==> config.mk <==
export PLATFORM = sky130hd
export DESIGN_NAME = pmp_half_check
export DESIGN_NICKNAME = d
export VERILOG_FILES = /design/src/rtl/pmp_chk_pkg.sv /design/src/rtl/pmp_region_match.sv /design/src/rtl/pmp_half_check.sv
export SDC_FILE = /design/constraint.sdc
export NUM_CORES = 1
export LEC_CHECK = 0
export BUFFER_PORTS_ARGS = -buffer_cell sky130_fd_sc_hd__buf_4
export CAP_MARGIN = 15
export CORE_UTILIZATION = 39
export DETAILED_ROUTE_END_ITERATION = 16
export PLACE_DENSITY = 0.67
export SYNTH_ARGS = -nofsm -noshare
export SYNTH_HDL_FRONTEND = slang
export SYNTH_SLANG_ARGS = --single-unit
==> constraint.sdc <==
create_clock -name vclk -period 2.4
set_input_delay 0.12 -clock vclk [all_inputs]
set_output_delay 0.12 -clock vclk [all_outputs]
set_load 0.02 [all_outputs]
==> src/rtl/pmp_chk_pkg.sv <==
package pmp_chk_pkg;

    typedef enum logic [1:0] {
        MODE_OFF   = 2'd0,
        MODE_RANGE = 2'd1,
        MODE_WORD  = 2'd2,
        MODE_POW2  = 2'd3
    } match_mode_e;

    typedef enum logic [1:0] {
        ACC_READ  = 2'd0,
        ACC_WRITE = 2'd1,
        ACC_EXEC  = 2'd2,
        ACC_ALT   = 2'd3
    } acc_kind_e;

    typedef struct packed {
        logic        lock;
        match_mode_e mode;
        logic        x;
        logic        w;
        logic        r;
    } region_cfg_t;

    typedef struct packed {
        logic bypass;
        logic whitelist;
        logic lockdown;
    } sec_cfg_t;

endpackage

==> src/rtl/pmp_region_match.sv <==
module pmp_region_match
    import pmp_chk_pkg::*;
#(
    parameter int WORD_W = 30
) (
    input  logic              lock_i,
    input  match_mode_e       mode_i,
    input  logic [2:0]        rwx_i,
    input  logic [WORD_W-1:0] lower_i,
    input  logic [WORD_W-1:0] upper_i,
    input  logic [WORD_W-1:0] word_i,
    input  acc_kind_e         kind_i,
    input  logic              mmode_i,
    input  logic              lockdown_i,
    output logic              hit_o,
    output logic              allow_o
);
    logic [WORD_W-1:0] blk_mask;
    logic [2:0]        grant;

    assign blk_mask = upper_i ^ (upper_i + 1'b1);

    always_comb begin
        unique case (mode_i)
            MODE_RANGE: hit_o = (word_i >= lower_i) && (word_i < upper_i);
            MODE_WORD:  hit_o = (word_i == upper_i);
            MODE_POW2:  hit_o = ((word_i ^ upper_i) & ~blk_mask) == '0;
            default:    hit_o = 1'b0;
        endcase
    end

    // grant = {read, write, exec}; rwx_i = {x, w, r}
    always_comb begin
        grant = 3'b000;
        if (!lockdown_i) begin
            if (mmode_i && !lock_i) grant = 3'b111;
            else                    grant = {rwx_i[0], rwx_i[1], rwx_i[2]};
        end else if (rwx_i[1] && !rwx_i[0]) begin
            unique case ({lock_i, rwx_i[2]})
                2'b00:   grant = mmode_i ? 3'b110 : 3'b100;
                2'b01:   grant = 3'b110;
                2'b10:   grant = 3'b001;
                default: grant = mmode_i ? 3'b101 : 3'b001;
            endcase
        end else if (lock_i && (rwx_i == 3'b111)) begin
            grant = 3'b100;
        end else if (lock_i == mmode_i) begin
            grant = {rwx_i[0], rwx_i[1], rwx_i[2]};
        end
    end

    always_comb begin
        unique case (kind_i)
            ACC_WRITE: allow_o = grant[1];
            ACC_EXEC:  allow_o = grant[0];
            default:   allow_o = grant[2];
        endcase
    end
endmodule

==> src/rtl/pmp_half_check.sv <==
module pmp_half_check
    import pmp_chk_pkg::*;
#(
    parameter int N_REGIONS = 4,
    parameter int WORD_W    = 30
) (
    input  region_cfg_t [N_REGIONS-1:0]             cfg_i,
    input  logic        [N_REGIONS-1:0][WORD_W-1:0] addr_i,
    input  logic        [WORD_W-1:0]                word_i,
    input  acc_kind_e                               kind_i,
    input  logic                                    mmode_i,
    input  logic                                    lockdown_i,
    input  logic                                    whitelist_i,
    output logic                                    ok_o
);
    logic [N_REGIONS-1:0] hit;
    logic [N_REGIONS-1:0] allow;

    for (genvar g = 0; g < N_REGIONS; g++) begin : g_region
        logic [WORD_W-1:0] lower;
        if (g == 0) begin : g_first
            assign lower = '0;
        end else begin : g_rest
            assign lower = addr_i[g-1];
        end
        pmp_region_match #(.WORD_W(WORD_W)) match_i (
            .lock_i     (cfg_i[g].lock),
            .mode_i     (cfg_i[g].mode),
            .rwx_i      ({cfg_i[g].x, cfg_i[g].w, cfg_i[g].r}),
            .lower_i    (lower),
            .upper_i    (addr_i[g]),
            .word_i     (word_i),
            .kind_i     (kind_i),
            .mmode_i    (mmode_i),
            .lockdown_i (lockdown_i),
            .hit_o      (hit[g]),
            .allow_o    (allow[g])
        );
    end

    always_comb begin
        if (!mmode_i || whitelist_i) ok_o = 1'b0;
        else if (lockdown_i)         ok_o = (kind_i != ACC_EXEC);
        else                         ok_o = 1'b1;
        for (int i = N_REGIONS - 1; i >= 0; i--) begin
            if (hit[i]) ok_o = allow[i];
        end
    end
endmodule

==> results_dict.tcl, run 1 <==
set metrics [dict create \
    detailed_place.area_mm2 0.00846 \
    yosysMostFrequentCell "inv_1" \
    fmax_mhz 380 \
    synthTopCellsByArea "ha_1, inv_1, a21oi_1" \
    die_h_um 119 \
    cap_viol_max_count 0 \
    wirelength_um 23400 \
    avgSynthCellArea_um2 6.78 \
    ir_drop_uv 88.0 \
    viasPerCell 5.84 \
    seq_power_share_pct 0 \
    rows 42 \
    core_area_mm2 0.0133 \
    track_usage_pct 30.7 \
    initial_core_util_pct 40.3 \
    internal_power_mw 0.880 \
    crit_arrival_ns 2.51 \
    vias 7883 \
    synth_cells 793 \
    antenna_found_initial 0 \
    post_drt_wl_per_cell_um 17.3 \
    final-seq-area_um2 0 \
    post-place-ws_ns -0.348 \
    seq_area_frac_synth_pct 0 \
    grt_pass1_vias 7327 \
    final_area_mm2 0.00905 \
    cp.required_ns 2.28 \
    power_switching_mw 0.794 \
    period_share_pct 110 \
    startpoint_type "primary input" \
    max_slew_margin_pct 62.4 \
    ys_warn_count 0 \
    worst_slack_ns -0.230 \
    switching_share_pct 47.4 \
    hold_buffers 0 \
    cp_max_fo 5 \
    synth_top_cell_by_area "ha_1" \
    grt.overflow.total 0 \
    syn_to_final_growth_pct 68.4 \
    multiInputGateArea_mm2 0.00528 \
    ioPinCount 180 \
    synth_cell_type_count 60 \
    period_needed_ns 2.63 \
    nFillCells 1195 \
    netlist_area_mm2 0.00538 \
    min_to "ok_o" \
    hold_slack_ns 0.796 \
    port_buffers 180 \
    path_class "in -> out" \
    pwr-share-comb_pct 100.0 \
    end_kind "primary output" \
    grt_pass1_wl_um 35700 \
    place_congestion 1.01 \
    die_w_um 119 \
    hold_path_class "in -> out" \
    grt_setup_unrepaired "true" \
    violations "setup timing" \
    grt_max_degree 26 \
    dp_hpwl_um 19700 \
    diodes 0 \
    holdPathStages 5 \
    dr.pass1.iters 6 \
    drc_errors 0 \
    hold_viol 0 \
    syn_nets 1102 \
    netlist.area_leader.share_pct 30.3 \
    tightest_slew_ns 0.558 \
    slew_viol_final 0 \
    nNetsFinal 1484 \
    clkPwrFrac_pct 0 \
    drive_gt1_share_pct 40.2 \
    p_leak_nw 4.67 \
    drtIter0Drc 677 \
    ys_top_cells_by_count "inv_1, ha_1, a21oi_1" \
    design.seq.count 0 \
    min-delay-start "whitelist_i" \
    dieArea_mm2 0.0143 \
    setup_viol 1 \
    status "finished, violations left" \
    clockBufferCount 0 \
    postRouteAntennaNets 0 \
    finalPower_mw 1.67 \
    power_density_mw_per_mm2 185 \
]
cells in the final DEF (no fill, tap or decap), types with 26 or more instances in the layout:
| master | netlist | routed |
|---|---|---|
| a21oi_1 | 75 | 75 |
| nand3_1 | 33 | 31 |
| nand2_1 | 37 | 37 |
| inv_1 | 133 | 127 |
| buf_4 | 3 | 376 |
| ha_1 | 130 | 112 |
| a31oi_1 | 44 | 44 |
| nand4_1 | 30 | 30 |
| o21ai_0 | 31 | 29 |
| nor3_1 | 29 | 26 |
stage by stage:
stage / std cells / util, % / setup TNS, ns
final: 1349 / 67.8 / -0.230
after global routing: 1349 / 67.8 / -0.290
after CTS: 1344 / 65.0 / -0.182
after detailed placement: 1341 / 63.4 / -0.348
after global placement: 1341 / 63.4 / -0.312
after floorplan: 793 / - / 0
repair_timing:
item	in CTS	in global routing
buffers inserted	4	5
pin swaps	23	37
setup endpoints to repair	1	1
resized for setup	39	60
kinds of logic (layout without fill, tap and decap cells):
kind of cell,count (synthesis),count (layout),share of synthesized area (%)
adder cells (fa/ha/maj),130,130,30.3
XOR/XNOR,4,4,0.652
AND/OR/NAND/NOR,261,261,27.9
AO/OA/AOI/OAI,250,250,30.6
buffers and inverters,148,528,10.6
power by group through the flow:
stage / registers, mW / clock network, mW / logic [mW]
CTS: 0 / 0 / 1.56
global route: 0 / 0 / 1.83
global placement: 0 / 0 / 1.50
floorplan: 0 / 0 / 0.671
detailed placement: 0 / 0 / 1.52
finish: 0 / 0 / 1.67
final cells by class:
| class | count | share of cell area, % |
|---|---|---|
| inverter | 135 | 5.65 |
| timing repair buffer | 393 | 33.6 |
| tap | 176 | 2.43 |
| multi-input combinational | 645 | 58.3 |
routing by layer:
layer / global-route usage, % / wire length, um / vias up
li1: - / - / 3862
met1: 43.1 / 10300 / 3577
met2: 50.5 / 10600 / 384
met3: 2.54 / 1840 / 60
met4: 7.19 / 657 / 0
met5: 0 / 0 / -
critical path, stage by stage:
cell and delay (ns):
buf_4 0.09, and4_4 0.23, buf_4 0.12, and3_4 0.21, buf_6 0.12, a31oi_1 0.11, nor4_2 0.33, nand4_1 0.20
nor4_4 0.41, buf_4 0.18, o311a_1 0.18, o21ai_2 0.08, buf_6 0.14
how the worst max path moves through the flow:
| stage | from | end | slack, ns | cells past startpoint |
|---|---|---|---|---|
| 2_1_floorplan | addr_i[97] | ok_o | 0.03 | 12 |
| 3_3_place_gp | word_i[23] | ok_o | -0.31 | 12 |
| 3_5_place_dp | addr_i[83] | ok_o | -0.35 | 13 |
| 4_1_cts | addr_i[85] | ok_o | -0.18 | 13 |
| 5_1_grt | addr_i[61] | ok_o | -0.29 | 12 |
| 6_report | addr_i[93] | ok_o | -0.23 | 13 |
Note: power is estimated with default switching activity, not from simulation.
==> run 2: changes to the inputs <==
--- a/config.mk
+++ b/config.mk
@@ -6,10 +6,11 @@
 export NUM_CORES = 1
 export LEC_CHECK = 0
 export BUFFER_PORTS_ARGS = -buffer_cell sky130_fd_sc_hd__buf_4
-export CAP_MARGIN = 15
+export CAP_MARGIN = 20
 export CORE_UTILIZATION = 39
 export DETAILED_ROUTE_END_ITERATION = 16
-export PLACE_DENSITY = 0.67
+export PLACE_DENSITY = 0.63
 export SYNTH_ARGS = -nofsm -noshare
 export SYNTH_HDL_FRONTEND = slang
+export SYNTH_HIERARCHICAL = 1
 export SYNTH_SLANG_ARGS = --single-unit
==> run 2 against run 1 <==
The run still ends with setup timing left. Non-clock buffer count up 114. Global-route usage down 3.3 points. Worst setup slack worse by 0.45 ns. Power is 41% higher. Final cell count rose by 49%. Area after synthesis rose by 61%. Critical path depth rose by 2. Count of clock-buffer cells in the layout did not move. Critical path type unchanged. Critical endpoint unchanged. Largest power group unchanged.
==> results_dict.tcl, run 2 <==
set metrics [dict create \
    startpoint "word_i[6]" \
    final_area_mm2 0.0133 \
    synth_top_family_by_area "adder cells" \
    layout.cells.non_filler 2013 \
    wl_met1_um 14400 \
    grt_pass1_wl_um 49500 \
    dr_wl_met2_um 15200 \
    path_class "in -> out" \
    ys_warn_count 6 \
    ioPinCount 180 \
    cp.required_ns 2.28 \
    nNetsFinal 2170 \
    hold_buffers 0 \
    ir_drop_uv 106 \
    drtIter0Drc 462 \
    die_h_um 151 \
    synthAdderAreaFrac_pct 36.9 \
    final_cell_mix "buf_4, inv_1, ha_1" \
    dieArea_mm2 0.0228 \
    core_area_mm2 0.0218 \
    vias 10713 \
    cap_viol_max_count 0 \
    diodes 0 \
    final-seq-area_um2 0 \
    clockBufferCount 0 \
    netlist_area_mm2 0.00868 \
    antenna_found_initial 0 \
    detailed_place.area_mm2 0.0131 \
    dp_hpwl_um 28600 \
    grt_max_degree 26 \
    drc_errors 0 \
    max_slew_margin_pct 60.6 \
    seq_area_frac_synth_pct 0 \
    post-place-ws_ns -1.07 \
    crit_arrival_ns 2.96 \
    min-delay-start "mmode_i" \
    slew_viol_final 0 \
    design.seq.count 0 \
    port_buffers 180 \
    setup_viol 1 \
    initial_core_util_pct 39.8 \
    synth_top_cell_by_area "ha_1" \
    post_drt_wl_per_cell_um 15.7 \
    end_kind "primary output" \
    cp_max_fo 7 \
    synthTopCellsByArea "ha_1, inv_1, a21o_1" \
    grt_pass1_vias 10212 \
    drive_gt1_share_pct 34.2 \
    tightest_slew_ns 0.584 \
    avgSynthCellArea_um2 7.22 \
    place_congestion 0.966 \
    track_usage_pct 27.4 \
    netlist.area_leader.share_pct 36.9 \
    hold_slack_ns 0.805 \
    utilization_pct 60.9 \
    status "finished, violations left" \
    synth_compound_area_share_pct 29.0 \
    yosysMostFrequentCell "inv_1" \
    p_leak_nw 7.52 \
    wirelength_um 31600 \
    period_needed_ns 3.08 \
    viasPerCell 5.32 \
    route.met3.wl_um 1470 \
    grt.overflow.total 0 \
    power_density_mw_per_mm2 178 \
    synthSimpleGateAreaFrac_pct 21.4 \
    ys_top_cells_by_count "inv_1, ha_1, a21oi_1" \
    worst_slack_ns -0.684 \
    fmax_mhz 324 \
    violations "setup timing" \
    synthMuxAreaShare_pct 0 \
    hold_path_class "in -> out" \
    hold_viol 0 \
    top_layer "met4" \
    dr.pass1.iters 5 \
    syn_to_final_growth_pct 53.2 \
    dp_cells 2012 \
    rows 54 \
    period_share_pct 128 \
    synth_cell_type_count 63 \
    synthXorXnorAreaFrac_pct 0.404 \
    die_w_um 151 \
    layout_commonest_cell "buf_4" \
    synth_cells 1201 \
    grt_setup_unrepaired "true" \
    postRouteAntennaNets 0 \
    startpoint_type "primary input" \
]
## run 2: report_power, final
part | total (mW) | leakage, nW | internal, mW | switching [mW]
clock network | 0 | 0 | 0 | 0
logic | 2.37 | 7.52 | 1.23 | 1.14
registers | 0 | 0 | 0 | 0
## run 2: logic make-up after synthesis
family	after synthesis
fa+ha+maj	256
compound gates	368
xor+xnor	4
simple gates	295
buf+inv	277
other cells	1
## run 2: stage by stage
step,total power [mW],setup TNS [ns]
3_5_place_dp,2.29,-1.07
2_1_floorplan,1.07,-0.171
6_report,2.37,-0.684
3_3_place_gp,2.25,-1.11
5_1_grt,2.63,-0.803
4_1_cts,2.32,-0.669
## run 2: worst max-delay path: stages
cell and delay [ns]:
buf_8 0.10, buf_12 0.13, ha_4 0.27, a31oi_1 0.04, nor3_1 0.19, nand4_1 0.15, nor4_2 0.37, and4b_1 0.31
o2111ai_4 0.16, a32oi_1 0.25, buf_4 0.16, a211o_1 0.14, a31oi_4 0.04, o41ai_4 0.33, buf_4 0.19
## run 2: final timing paths
check / endpoint / cells past startpoint
max: ok_o / 15
min: ok_o / 4
## run 2: area by class of cell
cell class	count	area, um2
well taps	280	350
multi-input cells	953	8050
inverters	273	1020
repair buffers	507	3870
fillers	2054	8530
## run 2: layer usage
layer  GRT usage (%)  vias up
met5               0        -
met4            3.85        0
met3            1.45       30
met2            50.1      265
met1            35.9     4896
li1                -     5522
## run 2: what timing repair did
item,4_1_cts,5_1_grt
gates resized for setup,11,25
setup endpoints to repair,1,1
hold endpoints to repair,0,0
cloned,0,0
buffers inserted,0,1
pin swaps,4,13
